`config.mk`:
```
export PLATFORM = sky130hd
export DESIGN_NAME = dmac_ctrl_fsm
export DESIGN_NICKNAME = d
export VERILOG_FILES = /design/src/rtl/dmac_pkg.sv /design/src/rtl/dmac_desc_store.sv /design/src/rtl/dmac_seq.sv /design/src/rtl/dmac_ctrl_fsm.sv
export SDC_FILE = /design/constraint.sdc
export NUM_CORES = 1
export LEC_CHECK = 0
export BUFFER_PORTS_ARGS = -buffer_cell sky130_fd_sc_hd__buf_2
export CAP_MARGIN = 25
export CORE_ASPECT_RATIO = 1.5
export CORE_MARGIN = 2
export CORE_UTILIZATION = 50
export DETAILED_ROUTE_END_ITERATION = 12
export MAX_ROUTING_LAYER = met4
export PLACE_DENSITY = 0.77
export SLEW_MARGIN = 20
export SYNTH_ARGS = -nofsm -noshare
export SYNTH_HDL_FRONTEND = slang
export SYNTH_SLANG_ARGS = --single-unit
```
`constraint.sdc`:
```
create_clock -name clk_i -period 2.4 [get_ports clk_i]
set_clock_uncertainty 0.15 [all_clocks]
set_input_delay 0.48 -clock clk_i [delete_from_list [all_inputs] [get_ports clk_i]]
set_output_delay 0.48 -clock clk_i [all_outputs]
set_load 0.02 [all_outputs]
```
`src/rtl/dmac_pkg.sv`:
```
package dmac_pkg;
  typedef enum logic [3:0] {
    ST_IDLE  = 4'd0,
    ST_SUSP  = 4'd1,
    ST_DRD   = 4'd2,
    ST_DCHK  = 4'd3,
    ST_RWAIT = 4'd4,
    ST_WWAIT = 4'd5,
    ST_RD    = 4'd6,
    ST_WR    = 4'd7,
    ST_CLOSE = 4'd8
  } dma_st_e;

  localparam int OWN_BIT  = 31;
  localparam int LAST_BIT = 30;
  localparam int DIR_BIT  = 29;

  localparam logic [2:0] ABT_TX = 3'b001;
  localparam logic [2:0] ABT_RX = 3'b010;
endpackage

```
`src/rtl/dmac_desc_store.sv`:
```
module dmac_desc_store #(
  parameter int ADDR_W      = 16,
  parameter int CNT_W       = 16,
  parameter int BURST_BYTES = 16
) (
  input  logic              clk_i,
  input  logic              rst_ni,
  input  logic              ld_base_i,
  input  logic [ADDR_W-1:0] base_i,
  input  logic              ld_w0_i,
  input  logic              ld_w1_i,
  input  logic              adv_i,
  input  logic              follow_i,
  input  logic [31:0]       rdata_i,
  output logic [ADDR_W-1:0] cur_ptr_o,
  output logic [ADDR_W-1:0] buf_addr_o,
  output logic [31:0]       w0_o,
  output logic              own_o,
  output logic              last_o,
  output logic              dir_o,
  output logic              cnt_zero_o,
  output logic              last_burst_o
);
  import dmac_pkg::*;

  localparam logic [CNT_W-1:0]  BURST_C = CNT_W'(BURST_BYTES);
  localparam logic [ADDR_W-1:0] BURST_A = ADDR_W'(BURST_BYTES);

  logic [CNT_W-1:0] rem_q;

  always_ff @(posedge clk_i or negedge rst_ni) begin
    if (!rst_ni) begin
      cur_ptr_o  <= '0;
      buf_addr_o <= '0;
      w0_o       <= '0;
      rem_q      <= '0;
    end else begin
      if (ld_base_i)     cur_ptr_o <= base_i;
      else if (follow_i) cur_ptr_o <= w0_o[ADDR_W-1:0];
      if (ld_w0_i) w0_o <= rdata_i;
      if (ld_w1_i) begin
        rem_q      <= rdata_i[CNT_W-1:0];
        buf_addr_o <= rdata_i[CNT_W +: ADDR_W];
      end else if (adv_i) begin
        rem_q      <= rem_q - BURST_C;
        buf_addr_o <= buf_addr_o + BURST_A;
      end
    end
  end

  assign own_o        = w0_o[OWN_BIT];
  assign last_o       = w0_o[LAST_BIT];
  assign dir_o        = w0_o[DIR_BIT];
  assign cnt_zero_o   = (rem_q == '0);
  assign last_burst_o = (rem_q <= BURST_C);
endmodule

```
`src/rtl/dmac_seq.sv`:
```
module dmac_seq
  import dmac_pkg::*;
(
  input  logic       clk_i,
  input  logic       rst_ni,
  input  logic       start_i,
  input  logic       resume_i,
  input  logic       err_clr_i,
  input  logic       ces_en_i,
  input  logic       resp_err_i,
  input  logic       gnt_i,
  input  logic       done_i,
  input  logic       err_i,
  input  logic       own_i,
  input  logic       last_i,
  input  logic       dir_i,
  input  logic       cnt_zero_i,
  input  logic       last_burst_i,
  output dma_st_e    st_o,
  output logic       pend_o,
  output logic       idx_o,
  output logic       ld_base_o,
  output logic       ld_w0_o,
  output logic       ld_w1_o,
  output logic       adv_o,
  output logic       follow_o,
  output logic       tx_done_o,
  output logic       rx_done_o,
  output logic       du_o,
  output logic       fatal_o,
  output logic [2:0] code_o
);
  dma_st_e    st_n;
  logic       pend_n, idx_n, tx_n, rx_n, du_n, fat_n;
  logic [2:0] code_n;

  always_comb begin
    st_n = st_o; pend_n = pend_o; idx_n = idx_o; code_n = code_o;
    tx_n = 1'b0; rx_n = 1'b0; du_n = 1'b0; fat_n = 1'b0;
    ld_base_o = 1'b0; ld_w0_o = 1'b0; ld_w1_o = 1'b0;
    adv_o = 1'b0; follow_o = 1'b0;
    if (err_clr_i) code_n = '0;
    case (st_o)
      ST_IDLE:
        if (start_i && code_o == '0) begin
          st_n = ST_DRD; idx_n = 1'b0; pend_n = 1'b0; ld_base_o = 1'b1;
        end
      ST_SUSP:
        if (resume_i) begin
          st_n = ST_DRD; idx_n = 1'b0; pend_n = 1'b0;
        end
      ST_DRD:
        if (!pend_o) begin
          if (gnt_i) pend_n = 1'b1;
        end else if (done_i) begin
          pend_n = 1'b0;
          if (err_i)       fat_n = 1'b1;
          else if (!idx_o) begin ld_w0_o = 1'b1; idx_n = 1'b1; end
          else begin ld_w1_o = 1'b1; st_n = ST_DCHK; end
        end
      ST_DCHK:
        if (!own_i)          begin du_n = 1'b1; st_n = ST_SUSP; end
        else if (cnt_zero_i) st_n = ST_CLOSE;
        else if (dir_i)      st_n = ST_RWAIT;
        else                 st_n = ST_WWAIT;
      ST_RWAIT, ST_WWAIT:
        if (ces_en_i && resp_err_i) st_n = ST_CLOSE;  // abort data phase
        else if (gnt_i)             st_n = (st_o == ST_RWAIT) ? ST_RD : ST_WR;
      ST_RD, ST_WR:
        if (done_i) begin
          if (err_i) fat_n = 1'b1;
          else if (last_burst_i) begin
            st_n = ST_CLOSE;
            if (st_o == ST_RD) tx_n = 1'b1; else rx_n = 1'b1;
          end else begin
            adv_o = 1'b1;
            st_n  = (st_o == ST_RD) ? ST_RWAIT : ST_WWAIT;
          end
        end
      ST_CLOSE:
        if (!pend_o) begin
          if (gnt_i) pend_n = 1'b1;
        end else if (done_i) begin
          pend_n = 1'b0;
          if (err_i)       fat_n = 1'b1;
          else if (last_i) st_n = ST_IDLE;
          else begin follow_o = 1'b1; idx_n = 1'b0; st_n = ST_DRD; end
        end
      default: st_n = ST_IDLE;
    endcase
    if (fat_n) begin
      st_n   = ST_IDLE;
      pend_n = 1'b0;
      code_n = dir_i ? ABT_TX : ABT_RX;
    end
  end

  always_ff @(posedge clk_i or negedge rst_ni) begin
    if (!rst_ni) begin
      st_o <= ST_IDLE; pend_o <= 1'b0; idx_o <= 1'b0; code_o <= '0;
      tx_done_o <= 1'b0; rx_done_o <= 1'b0; du_o <= 1'b0; fatal_o <= 1'b0;
    end else begin
      st_o <= st_n; pend_o <= pend_n; idx_o <= idx_n; code_o <= code_n;
      tx_done_o <= tx_n; rx_done_o <= rx_n; du_o <= du_n; fatal_o <= fat_n;
    end
  end
endmodule

```
`src/rtl/dmac_ctrl_fsm.sv`:
```
module dmac_ctrl_fsm #(
  parameter int ADDR_W      = 16,
  parameter int CNT_W       = 16,
  parameter int BURST_BYTES = 16
) (
  input  logic              clk_i,
  input  logic              rst_ni,
  input  logic              start_i,
  input  logic              resume_i,
  input  logic              err_clr_i,
  input  logic [ADDR_W-1:0] desc_base_i,
  input  logic              ces_en_i,
  input  logic              resp_err_i,
  output logic              req_o,
  output logic              we_o,
  output logic [ADDR_W-1:0] addr_o,
  output logic [31:0]       wdata_o,
  input  logic              gnt_i,
  input  logic              done_i,
  input  logic              err_i,
  input  logic [31:0]       rdata_i,
  output logic [3:0]        state_o,
  output logic              tx_done_o,
  output logic              rx_done_o,
  output logic              desc_unavail_o,
  output logic              fatal_o,
  output logic [2:0]        abort_code_o
);
  import dmac_pkg::*;

  localparam logic [ADDR_W-1:0] W1_OFS = ADDR_W'(4);

  dma_st_e           st;
  logic              pend, idx;
  logic              ld_base, ld_w0, ld_w1, adv, follow;
  logic              own, last, dir, cnt_zero, last_burst;
  logic [ADDR_W-1:0] cur_ptr, buf_addr;
  logic [31:0]       w0;

  dmac_desc_store #(
    .ADDR_W(ADDR_W), .CNT_W(CNT_W), .BURST_BYTES(BURST_BYTES)
  ) u_store (
    .clk_i, .rst_ni,
    .ld_base_i(ld_base), .base_i(desc_base_i),
    .ld_w0_i(ld_w0), .ld_w1_i(ld_w1), .adv_i(adv), .follow_i(follow),
    .rdata_i,
    .cur_ptr_o(cur_ptr), .buf_addr_o(buf_addr), .w0_o(w0),
    .own_o(own), .last_o(last), .dir_o(dir),
    .cnt_zero_o(cnt_zero), .last_burst_o(last_burst)
  );

  dmac_seq u_seq (
    .clk_i, .rst_ni, .start_i, .resume_i, .err_clr_i, .ces_en_i, .resp_err_i,
    .gnt_i, .done_i, .err_i,
    .own_i(own), .last_i(last), .dir_i(dir),
    .cnt_zero_i(cnt_zero), .last_burst_i(last_burst),
    .st_o(st), .pend_o(pend), .idx_o(idx),
    .ld_base_o(ld_base), .ld_w0_o(ld_w0), .ld_w1_o(ld_w1),
    .adv_o(adv), .follow_o(follow),
    .tx_done_o, .rx_done_o, .du_o(desc_unavail_o), .fatal_o,
    .code_o(abort_code_o)
  );

  always_comb begin
    req_o   = 1'b0;
    we_o    = 1'b0;
    addr_o  = '0;
    wdata_o = '0;
    case (st)
      ST_DRD: begin
        req_o  = !pend;
        addr_o = idx ? cur_ptr + W1_OFS : cur_ptr;
      end
      ST_RWAIT: begin
        req_o  = 1'b1;
        addr_o = buf_addr;
      end
      ST_WWAIT: begin
        req_o  = 1'b1;
        we_o   = 1'b1;
        addr_o = buf_addr;
      end
      ST_CLOSE: begin
        req_o   = !pend;
        we_o    = 1'b1;
        addr_o  = cur_ptr;
        wdata_o = w0 & ~(32'd1 << OWN_BIT);
      end
      default: ;
    endcase
  end

  assign state_o = st;
endmodule

```
# Word level (Yosys, flattened, before mapping)
# Index checks and enable logic that the tools add are counted.
# Widths: inputs -> output; s select.
[totals]
output_inout_bits = 61
reg_bits = 93
wordCells = 151
inputBits = 58
[op_classes]
reduce_logical = 18
n_mux = 88
eq_ne = 29
magnitude_cmp = 1
add_sub_neg = 3
[op_table]
columns = ["cell", "n"]
rows = [
  ["$mux 16", 7],
  ["$mux 4", 17],
  ["$mux 1", 53],
  ["$pmux 16 s3", 1],
  ["$mux 31", 1],
  ["$pmux 4 s7", 1],
  ["$ne 3x2->1 const B", 7],
  ["$add 16x3->16 const B", 1],
  ["$add 16x5->16 const B", 1],
  ["$eq 4x3->1 const B", 4],
  ["$le 16x5->1 const B", 1],
  ["$logic_not 16->1", 1],
  ["$sub 16x5->16 const B", 1],
  ["$ne 2x2->1 const B", 6],
  ["$ne 3x1->1 const B", 4],
  ["$reduce_and 12->1", 1],
  ["$reduce_and 10->1", 1],
  ["$eq 4x2->1 const B", 2],
  ["$reduce_bool 4->1", 2],
  ["$reduce_or 2->1", 4],
  ["$mux 3", 2],
  ["$ne 2x1->1 const B", 3],
  ["$reduce_bool 2->1", 3],
  ["$eq 4x1->1 const B", 1],
  ["other kinds (11)", 14],
]

# Logic depth before layout (Yosys ltp)
[logic_depth]
depth_word = 7
mapped_depth = 8
mapped_depth_nobuf = 7

# Modules after synthesis
# Synthesis repeated with hierarchy kept, for this count alone.
[hier_totals]
hier_cells = 568
hier_area_um2 = 5500.3
[by_module_without_submodules]
columns = ["module", "seq_area_each_um2", "cells_per_inst", "area_per_inst_um2", "n_inst"]
rows = [
  ["dmac_desc_store", 2001.9, 324, 3669.8, 1],
  ["dmac_seq", 300.3, 113, 1016.0, 1],
  ["dmac_ctrl_fsm", 0.0, 131, 814.5, 1],
]

# Worst setup path before layout
# OpenSTA, ideal clock, no wires.
[synth_path]
path_type = "register to output"
from = "register u_seq.st_o[3]"
to = "output port addr_o[10]"
stages_incl_launch_ff = 5
n_path_buf = 2
t_required_ps = 1770
path_slack_ps = -478
arrival_time_ps = 2248
cell_sequence = "dfrtp_1 or4b_4 buf_6 clkbuf_1 o311ai_0"
[synth_between]
elab_chain_len = 3
elab_cells_between_ends = 6
classes_between = "eq/ne (4); mux (1); reduce/logical (1)"
[synth_lines]
columns = ["item", "line", "rtl"]
rows = [
  ["from (decl)", "dmac_seq.sv:19", "output dma_st_e st_o,"],
  ["from (signal assigned)", "dmac_seq.sv:103", "st_o <= st_n; pend_o <= pend_n; idx_o <= idx_n; code_o <= code_n;"],
  ["$eq 4x3->1", "dmac_ctrl_fsm.sv:69", "case (st)"],
  ["$reduce_or 2->1 (no line)", "-", ""],
  ["$pmux 16 s3 *", "dmac_ctrl_fsm.sv:69", ""],
  ["to (decl)", "dmac_ctrl_fsm.sv:16", "output logic [ADDR_W-1:0] addr_o,"],
]
# Mark *: on every way between the ends. The rest lies on a longest branch, timed or not.

# Worst setup path after layout
[layout_path]
from = "register u_seq.st_o[3]"
to = "output port addr_o[4]"
# The elaborated chain is that of the path after synthesis.

==> flow_summary.toml <==
[power_and_ir_drop]
p_per_area_nw_per_um2 = 1210
p_leak_uw = 0.00356
switching_share = 0.425
pwr-share-seq = 0.317
intPower_uw = 5430
ir_worst_vdd_v = 0.000746
p_clk_frac = 0.160
p_comb_frac = 0.523
p_sw_uw = 4010

[yosys]
synth.area.top_cells = "dfrtp_1 42%, mux2_2 7.9%, nand2_1 5.2%"
syn_inst = 577
yosysMostFrequentCell = "dfrtp_1"
yosys.area.top_type_share = 0.423
synthFlopType = "dfrtp_1"
synth.distinct_cells = 67
synth_edf_count = 0
syn_area_sq_um = 5440
synth_top_cell_by_area = "dfrtp_1"
ys_top_cells_by_count = "92 x dfrtp_1, 76 x nand2_1, 38 x mux2_2, 38 x nor2_1, 33 x and2_1"
synth-seq-area-share = 0.423
yosys_warnings = 0
synth-async-reset-ratio = 1.00
avgSynthCellArea_sq_um = 9.42
synth-seq-cells = 92

[status]
outcome = "finished with violations"
violations = "negative setup slack"

[global_routing]
antenna_found_initial = 0
grt_max_degree = 66
grt_pass1_wl_um = 29600
grtUsageTotal = 0.339
gr-total-overflow = 0
grt_pass1_vias = 5645

[worst_hold_path]
hold_class = "in -> reg"

[flow_run]
max_cap_violations = 0

[timing]
timing.final.ws_setup_ns = -0.321
setup_violations = 79
rsz0062_at_grt = "true"
drv_slew = 0
hold_violations = 0
min_period_ns = 2.72
timing.fmax_mhz = 367
period_share = 1.13

[floorplanning]
core_sq_um = 10600
ios = 119
die_y_um = 132
row_count = 46
fp.dieW_um = 89.2
start_util = 0.513
die_area_sq_um = 11700

[cells_and_area]
fin_area_sq_um = 7810
syn_to_final_growth_pct = 43.7
diodes = 0
fin_nets = 822
utilization = 0.738
drive_gt1_frac = 0.450

[route]
vias_per_cell = 6.15
ant_nets = 0
drc_errors = 0
num_vias = 5586
first_pass_iters = 5
wl_per_cell_um = 21.1
wirelength_um = 19100
drtIter0Drc = 555

[placement]
portBuffers = 116
gp_congestion = 0.936
dpl_worst_slack_ns = 0.0118
dpl_cell_area_sq_um = 6600
dp_hpwl_um = 12100

[clocking]
clk_latency_ns = 0.36
cts_htree_levels = 3
clock-sinks = 92
clockRootBuffer = "clkbuf_16"
cts_buffers = 9
clk_pin_slew_ns = 0.07
cts_tree = "built"
cts.path.max_buffers = 2

[critical_path]
crit_type = "reg -> out"
cp.required_ns = 1.77
cp_max_fo = 5
end_kind = "output pin"
cp-start-kind = "register"
arrival_ns = 2.09
logic make-up (layout without fill, tap and decap cells):
kind of cell	count (synthesis)	in the layout	share of synthesized area
AOI/OAI and AO/OA	128	128	0.160
xor gates and xnor gates	9	9	0.0145
adders and majority gates	5	5	0.0115
buffers and inverters	48	232	0.0428
DFF	92	92	0.423
muxes	59	59	0.117
other	1	2	0.000690
and+or+nand+nor	235	237	0.230
layout make-up:
class                   count  area [sq um]
clock inverters             5          57.6
fillers                   749          2780
inverters                  10          37.5
multi-input cells         440          3280
flip-flops and latches     92          2310
clock buffers              11           253
repair buffers            206          1700
well taps                 144           180
layer usage:
| metal | GRT usage | part of all wire | vias to the layer above |
|---|---|---|---|
| li1 | - | - | 2461 |
| met5 | - | 0 | - |
| met1 | 0.398 | 0.36 | 2687 |
| met2 | 0.535 | 0.51 | 347 |
| met4 | 0.201 | 0.059 | 0 |
| met3 | 0.0546 | 0.070 | 91 |
flip-flops by register name, summed over array words and instances, names as in the netlist, 2 cells and up:
signal and count:
u_seq.code_o 2, u_store.w0_o 32, u_store.buf_addr_o 16, u_store.rem_q 16, u_store.cur_ptr_o 16, u_seq.st_o 4
path summary, 6_finish.rpt:
path / slack (ns) / cells after the start / start / end
max: -0.32 / 5 / u_seq.st_o[3] / addr_o[4]
min: 0.18 / 3 / rdata_i[18] / u_store.buf_addr_o[2]
max reg2reg: -0.17 / 7 / u_seq.st_o[2] / u_store.w0_o[15]
min reg2reg: 0.35 / 2 / u_store.buf_addr_o[2] / u_store.buf_addr_o[2]
max in group asynchronous: 0.97 / 3 / rst_ni / u_store.cur_ptr_o[8]
min in group asynchronous: 0.43 / 2 / rst_ni / u_store.w0_o[25]
worst max-delay path: stages (launching register included):
cell      delay [ns]
dfrtp_2         0.45
or4b_4          0.64
nor2_8          0.14
nand2_4         0.07
o211ai_1        0.23
buf_4           0.19
cell usage in the layout (no fill, tap or decap), types with 3 or more instances in the layout:
cell type	instances
dfrtp_1	87
nand2_1	71
buf_2	69
buf_4	69
buf_6	59
nor2_1	36
and2_4	31
mux2_2	29
a21oi_1	28
mux2i_1	21
nand3_1	17
o21ai_0	16
a221o_1	13
o211ai_1	11
inv_1	10
o21ai_1	10
nand4_1	9
nor3_1	9
mux2_4	9
clkbuf_16	9
and3_1	8
nor3b_1	7
xor2_1	7
a31oi_1	5
o21ai_2	5
nor4_1	5
buf_12	5
dfrtp_2	5
nor2b_1	4
nand3b_1	4
or4b_4	3
nand2_4	3
nor3_4	3
o311ai_0	3
o21bai_1	3
ha_1	3
timing repair:
action,CTS,global route
endpoints found under the setup margin,48,99
setup buffers,16,7
hold buffers,1,0
gates resized for setup,157,49
hold endpoints to repair,27,0
cloned,8,0
pin swaps,25,11
power groups by stage:
stage	clock, uW	combinational (uW)	sequential, uW
4_1_cts	1510	4470	2910
2_1_floorplan	0	2570	2720
3_5_place_dp	0	3890	2890
3_3_place_gp	0	3780	2850
5_1_grt	1590	5260	3060
6_report	1510	4940	2990
through the flow:
step	hold WS (ns)	TNS, ns	cells	power (uW)
global placement	0.278	0	862	6630
CTS	0.181	-7.10	903	8890
global route	0.202	-17.09	908	9910
floorplan	0.0344	-0.0788	578	5280
finish	0.181	-13.11	908	9440
detailed placement	0.279	0	862	6780
Note: power is estimated with default switching activity, not from simulation.
